$ cat config.mk
export PLATFORM = sky130hd
export DESIGN_NAME = qc_syndrome_unit
export DESIGN_NICKNAME = d
export VERILOG_FILES = /design/src/rtl/qcs_pkg.sv /design/src/rtl/qcs_rot_acc.sv /design/src/rtl/qcs_or_tree.sv /design/src/rtl/qcs_ctrl.sv /design/src/rtl/qc_syndrome_unit.sv
export SDC_FILE = /design/constraint.sdc
export NUM_CORES = 1
export LEC_CHECK = 0
export BUFFER_PORTS_ARGS = -buffer_cell sky130_fd_sc_hd__buf_2
export CAP_MARGIN = 10
export CORE_UTILIZATION = 60
export CTS_CLUSTER_DIAMETER = 200
export DETAILED_ROUTE_END_ITERATION = 6
export PLACE_DENSITY = 0.95
export REMOVE_ABC_BUFFERS = 1
export SYNTH_ARGS = -nofsm -noshare
export SYNTH_HDL_FRONTEND = slang
export SYNTH_HIERARCHICAL = 1
export SYNTH_SLANG_ARGS = --single-unit
$ cat constraint.sdc
create_clock -name clk -period 4.44 [get_ports clk]
set_clock_uncertainty 0.05 [all_clocks]
set_input_delay 0.444 -clock clk [delete_from_list [all_inputs] [get_ports clk]]
set_output_delay 0.444 -clock clk [all_outputs]
set_load 0.05 [all_outputs]
$ cat src/rtl/qcs_pkg.sv
package qcs_pkg;

    typedef enum logic [1:0] {
        ST_IDLE  = 2'd0,
        ST_RUN   = 2'd1,
        ST_DRAIN = 2'd2,
        ST_FIN   = 2'd3
    } qcs_state_e;

    typedef struct packed {
        logic load;   // capture operands, clear syndrome
        logic step;   // accumulate one bit position
        logic fin;    // tree output valid, publish result
    } qcs_ctl_t;

    function automatic int ceil_div(input int a, input int b);
        return (a + b - 1) / b;
    endfunction

    // width of OR-tree level lvl (level 0 is the input vector)
    function automatic int tree_width(input int w, input int fan, input int lvl);
        int x;
        x = w;
        for (int i = 0; i < lvl; i++) x = ceil_div(x, fan);
        return x;
    endfunction

    function automatic int tree_levels(input int w, input int fan);
        int x;
        int n;
        x = w;
        n = 0;
        do begin
            x = ceil_div(x, fan);
            n++;
        end while (x > 1);
        return n;
    endfunction

    // registered levels: level 2 and above, or the single level of a tiny tree
    function automatic int tree_latency(input int w, input int fan);
        int n;
        n = tree_levels(w, fan);
        return (n >= 2) ? n - 1 : 1;
    endfunction

endpackage

$ cat src/rtl/qcs_rot_acc.sv
module qcs_rot_acc #(
    parameter int R = 96
) (
    input  logic           clk,
    input  logic           rst,
    input  logic           load,
    input  logic           step,
    input  logic [2*R-1:0] word_in,
    input  logic [R-1:0]   h0_in,
    input  logic [R-1:0]   h1_in,
    output logic [R-1:0]   syn
);
    logic [R-1:0] c0_sr, c1_sr;
    logic [R-1:0] h0_rot, h1_rot;
    logic [R-1:0] add0, add1;

    // contributions of the two blocks for the current position
    assign add0 = c0_sr[0] ? h0_rot : '0;
    assign add1 = c1_sr[0] ? h1_rot : '0;

    always_ff @(posedge clk) begin
        if (rst) begin
            c0_sr  <= '0;
            c1_sr  <= '0;
            h0_rot <= '0;
            h1_rot <= '0;
            syn    <= '0;
        end else if (load) begin
            c0_sr  <= word_in[R-1:0];
            c1_sr  <= word_in[2*R-1:R];
            h0_rot <= h0_in;
            h1_rot <= h1_in;
            syn    <= '0;
        end else if (step) begin
            syn    <= syn ^ add0 ^ add1;
            c0_sr  <= {1'b0, c0_sr[R-1:1]};
            c1_sr  <= {1'b0, c1_sr[R-1:1]};
            // multiply by x: coefficient k moves to k+1
            h0_rot <= {h0_rot[R-2:0], h0_rot[R-1]};
            h1_rot <= {h1_rot[R-2:0], h1_rot[R-1]};
        end
    end
endmodule

$ cat src/rtl/qcs_or_tree.sv
module qcs_or_tree
    import qcs_pkg::*;
#(
    parameter int W   = 96,
    parameter int FAN = 6
) (
    input  logic         clk,
    input  logic         rst,
    input  logic [W-1:0] vec,
    output logic         any
);
    localparam int L = tree_levels(W, FAN);

    for (genvar l = 0; l <= L; l++) begin : g_lvl
        localparam int WL = tree_width(W, FAN, l);
        logic [WL-1:0] bits;
        if (l == 0) begin : g_in
            assign bits = vec;
        end else begin : g_red
            localparam int WP = tree_width(W, FAN, l - 1);
            logic [WL-1:0] red;
            for (genvar g = 0; g < WL; g++) begin : g_grp
                localparam int LO = g * FAN;
                localparam int HI = (LO + FAN - 1 < WP - 1) ? LO + FAN - 1 : WP - 1;
                assign red[g] = |g_lvl[l-1].bits[HI:LO];
            end
            if (l >= 2 || l == L) begin : g_reg
                always_ff @(posedge clk) begin
                    if (rst) bits <= '0;
                    else     bits <= red;
                end
            end else begin : g_comb
                assign bits = red;
            end
        end
    end

    assign any = g_lvl[L].bits[0];
endmodule

$ cat src/rtl/qcs_ctrl.sv
module qcs_ctrl
    import qcs_pkg::*;
#(
    parameter int R   = 96,
    parameter int LAT = 2
) (
    input  logic     clk,
    input  logic     rst,
    input  logic     start,
    output qcs_ctl_t ctl,
    output logic     busy,
    output logic     done_q
);
    localparam int IDX_W = (R > 1) ? $clog2(R) : 1;
    localparam int CNT_W = $clog2(LAT + 1);
    localparam logic [IDX_W-1:0] IDX_LAST = IDX_W'(R - 1);
    localparam logic [CNT_W-1:0] CNT_LAST = CNT_W'(LAT - 1);

    qcs_state_e       state;
    logic [IDX_W-1:0] idx;
    logic [CNT_W-1:0] cnt;

    always_comb begin
        ctl.load = (state == ST_IDLE) && start;
        ctl.step = (state == ST_RUN);
        ctl.fin  = (state == ST_FIN);
    end

    assign busy = (state != ST_IDLE);

    always_ff @(posedge clk) begin
        if (rst) begin
            state  <= ST_IDLE;
            idx    <= '0;
            cnt    <= '0;
            done_q <= 1'b0;
        end else begin
            done_q <= ctl.fin;
            unique case (state)
                ST_IDLE: if (start) begin
                    state <= ST_RUN;
                    idx   <= '0;
                end
                ST_RUN: begin
                    idx <= idx + 1'b1;
                    if (idx == IDX_LAST) begin
                        state <= ST_DRAIN;
                        cnt   <= '0;
                    end
                end
                ST_DRAIN: begin
                    cnt <= cnt + 1'b1;
                    if (cnt == CNT_LAST) state <= ST_FIN;
                end
                ST_FIN: state <= ST_IDLE;
                default: state <= ST_IDLE;
            endcase
        end
    end
endmodule

$ cat src/rtl/qc_syndrome_unit.sv
module qc_syndrome_unit
    import qcs_pkg::*;
#(
    parameter int R   = 96,
    parameter int FAN = 6
) (
    input  logic           clk,
    input  logic           rst,
    input  logic           start,
    input  logic [2*R-1:0] word_in,
    input  logic [R-1:0]   h0_in,
    input  logic [R-1:0]   h1_in,
    output logic           busy,
    output logic           done,
    output logic [R-1:0]   syndrome,
    output logic           is_zero
);
    localparam int LAT = tree_latency(R, FAN);

    qcs_ctl_t ctl;
    logic     any_set;

    qcs_ctrl #(.R(R), .LAT(LAT)) u_ctrl (
        .clk    (clk),
        .rst    (rst),
        .start  (start),
        .ctl    (ctl),
        .busy   (busy),
        .done_q (done)
    );

    qcs_rot_acc #(.R(R)) u_acc (
        .clk     (clk),
        .rst     (rst),
        .load    (ctl.load),
        .step    (ctl.step),
        .word_in (word_in),
        .h0_in   (h0_in),
        .h1_in   (h1_in),
        .syn     (syndrome)
    );

    qcs_or_tree #(.W(R), .FAN(FAN)) u_tree (
        .clk (clk),
        .rst (rst),
        .vec (syndrome),
        .any (any_set)
    );

    always_ff @(posedge clk) begin
        if (rst)           is_zero <= 1'b0;
        else if (ctl.load) is_zero <= 1'b0;
        else if (ctl.fin)  is_zero <= ~any_set;
    end
endmodule

## Word-level counts from Yosys, hierarchy flattened

Cells that the tools add are included.
Widths: inputs -> output; s select.

| operators by class | value |
|---|---|
| equal/unequal tests | 8 |
| add/subtract/negate cells | 2 |
| bitwise gates (word level) | 3 |
| muxes and demuxes | 18 |
| reductions and logical operators | 14 |

Operator list:

| kind | number |
|---|---|
| $mux 96 | 10 |
| $xor 96x96->96 | 2 |
| $reduce_or 36->1 | 2 |
| $reduce_or 24->1 | 1 |
| $pmux 7 s2 | 1 |
| $mux 2 | 4 |
| $pmux 2 s4 | 1 |
| $reduce_bool 2->1 | 4 |
| $add 7x1->7 const B | 1 |
| $eq 7x7->1 const B | 1 |
| $mux 7 | 1 |
| $eq 2x1->1 const B | 2 |
| $eq 2x2->1 const B | 2 |
| $ne 2x2->1 const B | 2 |
| $pmux 2 s2 | 1 |
| $reduce_and 2->1 | 2 |
| $reduce_and 3->1 | 1 |
| $reduce_or 3->1 | 1 |
| $add 2x1->2 const B | 1 |
| $logic_not 2->1 | 1 |
| $ne 2x1->1 const B | 1 |
| $reduce_or 2->1 | 1 |
| $logic_and 1x1->1 | 1 |
| $not 1->1 | 1 |

| storage, ports and cells | value |
|---|---|
| logic and storage cells | 57 |
| register bits after elaboration | 497 |
| bits of input ports | 387 |
| output and inout bits | 99 |

## Logic depth before layout (Yosys ltp)

| depth | value |
|---|---|
| word-level depth | 3 |
| mapped depth | 10 |
| depth with buffers taken out | 7 |

## By module

Netlist, hierarchy kept.

By module, submodules not included:

| module | cells each | instances | seq. area each (um^2) | area each (um^2) |
|---|---|---|---|---|
| qcs_rot_acc | 2932 | 1 | 9609.2 | 23532.6 |
| qcs_ctrl | 72 | 1 | 240.2 | 674.4 |
| qcs_or_tree | 38 | 1 | 80.1 | 301.5 |
| qc_syndrome_unit | 3 | 1 | 20.0 | 38.8 |

## Worst setup path before layout

Ideal clock, no wire load.

| timing | value |
|---|---|
| path type | register to register |
| start point | reg u_ctrl.state[0] |
| end point | reg u_acc.c0_sr[19] |
| buffers on the path | 3 |
| cell stages (with the launch flop) | 10 |
| path slack | 2599 ps |
| data required time | 4262 ps |
| data arrival time | 1663 ps |
| setup time | 128 ps |
| cell sequence | dfxtp_1 > inv_1 > ha_1 > and2_1 > buf_4 > buf_2 > clkbuf_1 > nor2_1 > a21oi_1 > nor2_1 |

RTL lines:

| what | RTL line | source |
|---|---|---|
| from (decl) | qcs_ctrl.sv:19 | `qcs_state_e state;` |
| from (signal assigned) | qcs_ctrl.sv:33 | `state <= ST_IDLE;` |
| from (signal assigned) | qcs_ctrl.sv:41 | `state <= ST_RUN;` |
| from (signal assigned) | qcs_ctrl.sv:47 | `state <= ST_DRAIN;` |
| to (signal assigned) | qcs_rot_acc.sv:29 | `c0_sr <= word_in[R-1:0];` |
| to (signal assigned) | qcs_rot_acc.sv:36 | `c0_sr <= {1'b0, c0_sr[R-1:1]};` |
| to (decl) | qcs_rot_acc.sv:13 | `logic [R-1:0] c0_sr, c1_sr;` |

==> metrics.yaml <==
critical_path:
  reg2reg_depth: 8
  path_buf_inv: 2
  critical_path_arrival_ns: 3.73
  r2r-end: "u_acc/syn[5]"
  worstPathCellList: "inv_1 -> ha_1 -> and2_4 -> nor2_4 -> buf_4 -> nand2_1 -> a21oi_1 -> a31o_1"
  endpoint_kind: "flip-flop"
  cp_slowest_cell: "buf_4"
  rrSetupSlack_ns: 1.19
  critPathKind: "flip-flop to flip-flop"
  startpoint: "u_ctrl/state[0]"
  crit_cells: 8
  cp_slowest_stage_delay_ns: 0.78
  crit_family: "simple AND/OR/NAND/NOR gates"
  r2r-start: "u_ctrl/state[0]"
  path_max_fanout: 78
  crit_required_ns: 4.92
  crit_path_end: "u_acc/syn[5]"
  critPathLaunchType: "flip-flop"
global_route:
  grt-busiest-layer: "met2"
  antenna_found_initial: 16
  grt_pass1_vias: 20800
  grt_pass1_wl_mm: 104
  grt_use_met1_pct: 36.5
  use_met2_pct: 51.3
  grt_max_degree: 270
  grt_use_total_pct: 30.7
  use_met3_pct: 7.51
  overflow: 0
detailed_routing:
  ant_nets: 0
  drt_pass1_iterations: 6
  drt_iter0_drc: 2429
  route.final.wire_length_mm: 67.8
  drc_errors: 0
  via_per_inst: 5.80
  wl_per_cell_um: 17.2
  vias: 22800
synthesis:
  synth_area_mm2: 0.0245
  yosysMostFrequentCell: "nor2_1"
  synth_common_cells: "777 x nor2_1, 497 x dfxtp_1, 484 x a21oi_1, 383 x mux2i_1, 262 x nand2_1"
  yosysTopAreaCell: "dfxtp_1"
  synth_edf_count: 0
  syn-mean-instance-area_um2: 8.06
  synth.distinct_cells: 45
  synth_top_area_share_pct: 40.5
  netlist_top_cells_area: "dfxtp_1 41%, mux2i_1 16%, nor2_1 12%, a21oi_1 9.9%, nand2_1 4.0%"
  ys_warn_count: 6
  synth-seq-area-share_pct: 40.5
  synth-main-ff-cell: "dfxtp_1"
  ys_ff_latch: 497
  async_flop_share_pct: 0
  synth_cells: 3045
floorplan:
  fp.dieArea_mm2: 0.0417
  dieHeight_um: 204
  chipWidth_um: 204
  num_io_pins: 486
  fp-row-count: 73
  coreArea_mm2: 0.0400
  initial_utilization_pct: 61.4
hold_path:
  hp-class: "input pin to flip-flop"
  hp-start: "h1_in[70]"
flow_run:
  drv_cap: 0
timing:
  rsz0062_at_grt: "false"
  setup_viol_count_final: 0
  slew_headroom_pct: 18.4
  finalCritPeriodShare_pct: 73.2
  hold_slack_ns: 0.0339
  layout_setup_ws_ns: 1.19
  period_needed_ns: 3.25
  fmax_mhz: 308
  finalHoldViolations: 0
  tightest_slew_ns: 1.22
  slew_violations: 0
final_layout:
  fillCellCount: 2765
  drive_above_1_share_pct: 18.5
  nets: 3752
  syn_to_final_growth_pct: 15.1
placed_design:
  pre_cts_ws_ns: 1.31
  gp_congestion: 0.893
  dp_hpwl_mm: 43.3
  numPortBuffers: 485
clocking:
  h-tree-depth: 2
  clkTransAtPathRegs_ns: 0.06
  cts-root-buf: "clkbuf_16"
  ctsLongestPathBuffers: 3
  cts_resized: 0
  cts_tree: "yes"
  clk_latency_ns: 0.59
  cts_inserted_buffers: 51
  hold_buffers: 0
  post-cts-setup-buffers: 0
  clock_sinks: 497
outcome:
  outcome: "finished, final reports clean"
power:
  ir_drop_mv: 0.534
  p_leak_nw: 11.6
  pwr_density_cell_mw_per_mm2: 562
placed cells by master (no fill, tap or decap), types with 5 or more instances in the layout:
master     netlist  layout
nand2_2         29      29
clkinv_2         0       9
dfxtp_1        497     495
diode_2          0      10
clkbuf_1        48       9
buf_4           15      10
nor3_1          98      98
a21oi_1        484     484
mux2i_1        383     383
buf_12           0      12
ha_1             6       5
inv_1            5       5
a31o_1          96      96
xor2_1          96      96
nor2_1         777     777
nor4_1          24      24
buf_2          127     484
clkbuf_16        0      53
nand2_1        262     262
clkbuf_8         0      14
report_power, final:
group	internal [W]	total, W	switching (W)
combinational	0.00213	0.00554	0.00341
sequential	0.00525	0.00594	0.000687
clock	0.00259	0.00440	0.00181
total	0.00997	0.0159	0.00590
worst register-to-register path: cells and delay by family, from the launching register on:
kind | cells | cell delay [ns]
adders and majority gates | 1 | 0.29
AOI/OAI and AO/OA | 2 | 0.31
buffers and inverters | 2 | 0.88
DFF | 1 | 0.42
and+or+nand+nor | 3 | 1.26
final cells by class:
cell class	instances	area (um^2)	area share (%)
Clock inverter	16	170	0.602
Timing Repair Buffer	507	2750	9.75
Antenna cell	10	25.0	0.0886
Clock buffer	76	1550	5.50
Sequential cell	497	9960	35.3
Tap cell	525	657	2.33
Inverter	5	18.8	0.0665
Multi-Input combinational cell	2297	13100	46.4
logic make-up (layout without fill, tap and decap cells):
family | Yosys count | after routing | share of synthesized area (%)
AND/OR/NAND/NOR | 1213 | 1213 | 20.0
AO/OA/AOI/OAI | 595 | 595 | 13.8
flip-flops | 497 | 497 | 40.5
multiplexers | 384 | 384 | 15.7
buffers and inverters | 251 | 604 | 6.12
XOR/XNOR | 99 | 99 | 3.53
adder cells (fa/ha/maj) | 6 | 6 | 0.306
other | 0 | 10 | 0
worst min path at each step:
stage	endpoint	slack, ns	cells past startpoint
after floorplan	is_zero	0.36	1
after global placement	is_zero	0.37	1
after detailed placement	is_zero	0.38	1
after CTS	u_acc/c1_sr[60]	0.006	3
after global routing	u_acc/c0_sr[61]	0.03	3
final	u_acc/h1_rot[70]	0.03	3
state kept, by name, indices dropped and copies added (netlist names):
register,cells
u_acc/syn,96
u_acc/h0_rot,96
u_tree/any,1
u_ctrl/cnt,2
u_acc/c1_sr,96
u_ctrl/state,2
u_tree/g_lvl.bits,3
u_acc/h1_rot,96
u_ctrl/idx,7
is_zero,1
u_ctrl/done_q,1
u_acc/c0_sr,96
per-layer routing:
| layer | routed length, um | share of wire (%) |
|---|---|---|
| met5 | 97 | 0.14 |
| met3 | 6310 | 9.3 |
| met1 | 26300 | 39 |
| met2 | 32100 | 47 |
| met4 | 2980 | 4.4 |
stage by stage:
step / instances / util, % / power (W) / setup TNS, ns / instance area (um^2)
finish: 3933 / 70.6 / 0.0159 / 0 / 28200
global route: 3929 / 70.6 / 0.0167 / 0 / 28200
CTS: 3923 / 70.5 / 0.0158 / 0 / 28200
detailed placement: 3831 / 66.2 / 0.0114 / 0 / 26500
global placement: 3831 / 66.2 / 0.0112 / 0 / 26500
floorplan: 2799 / - / 0.00821 / -6931.80 / 23100
Power figures use the tool's default switching activity.
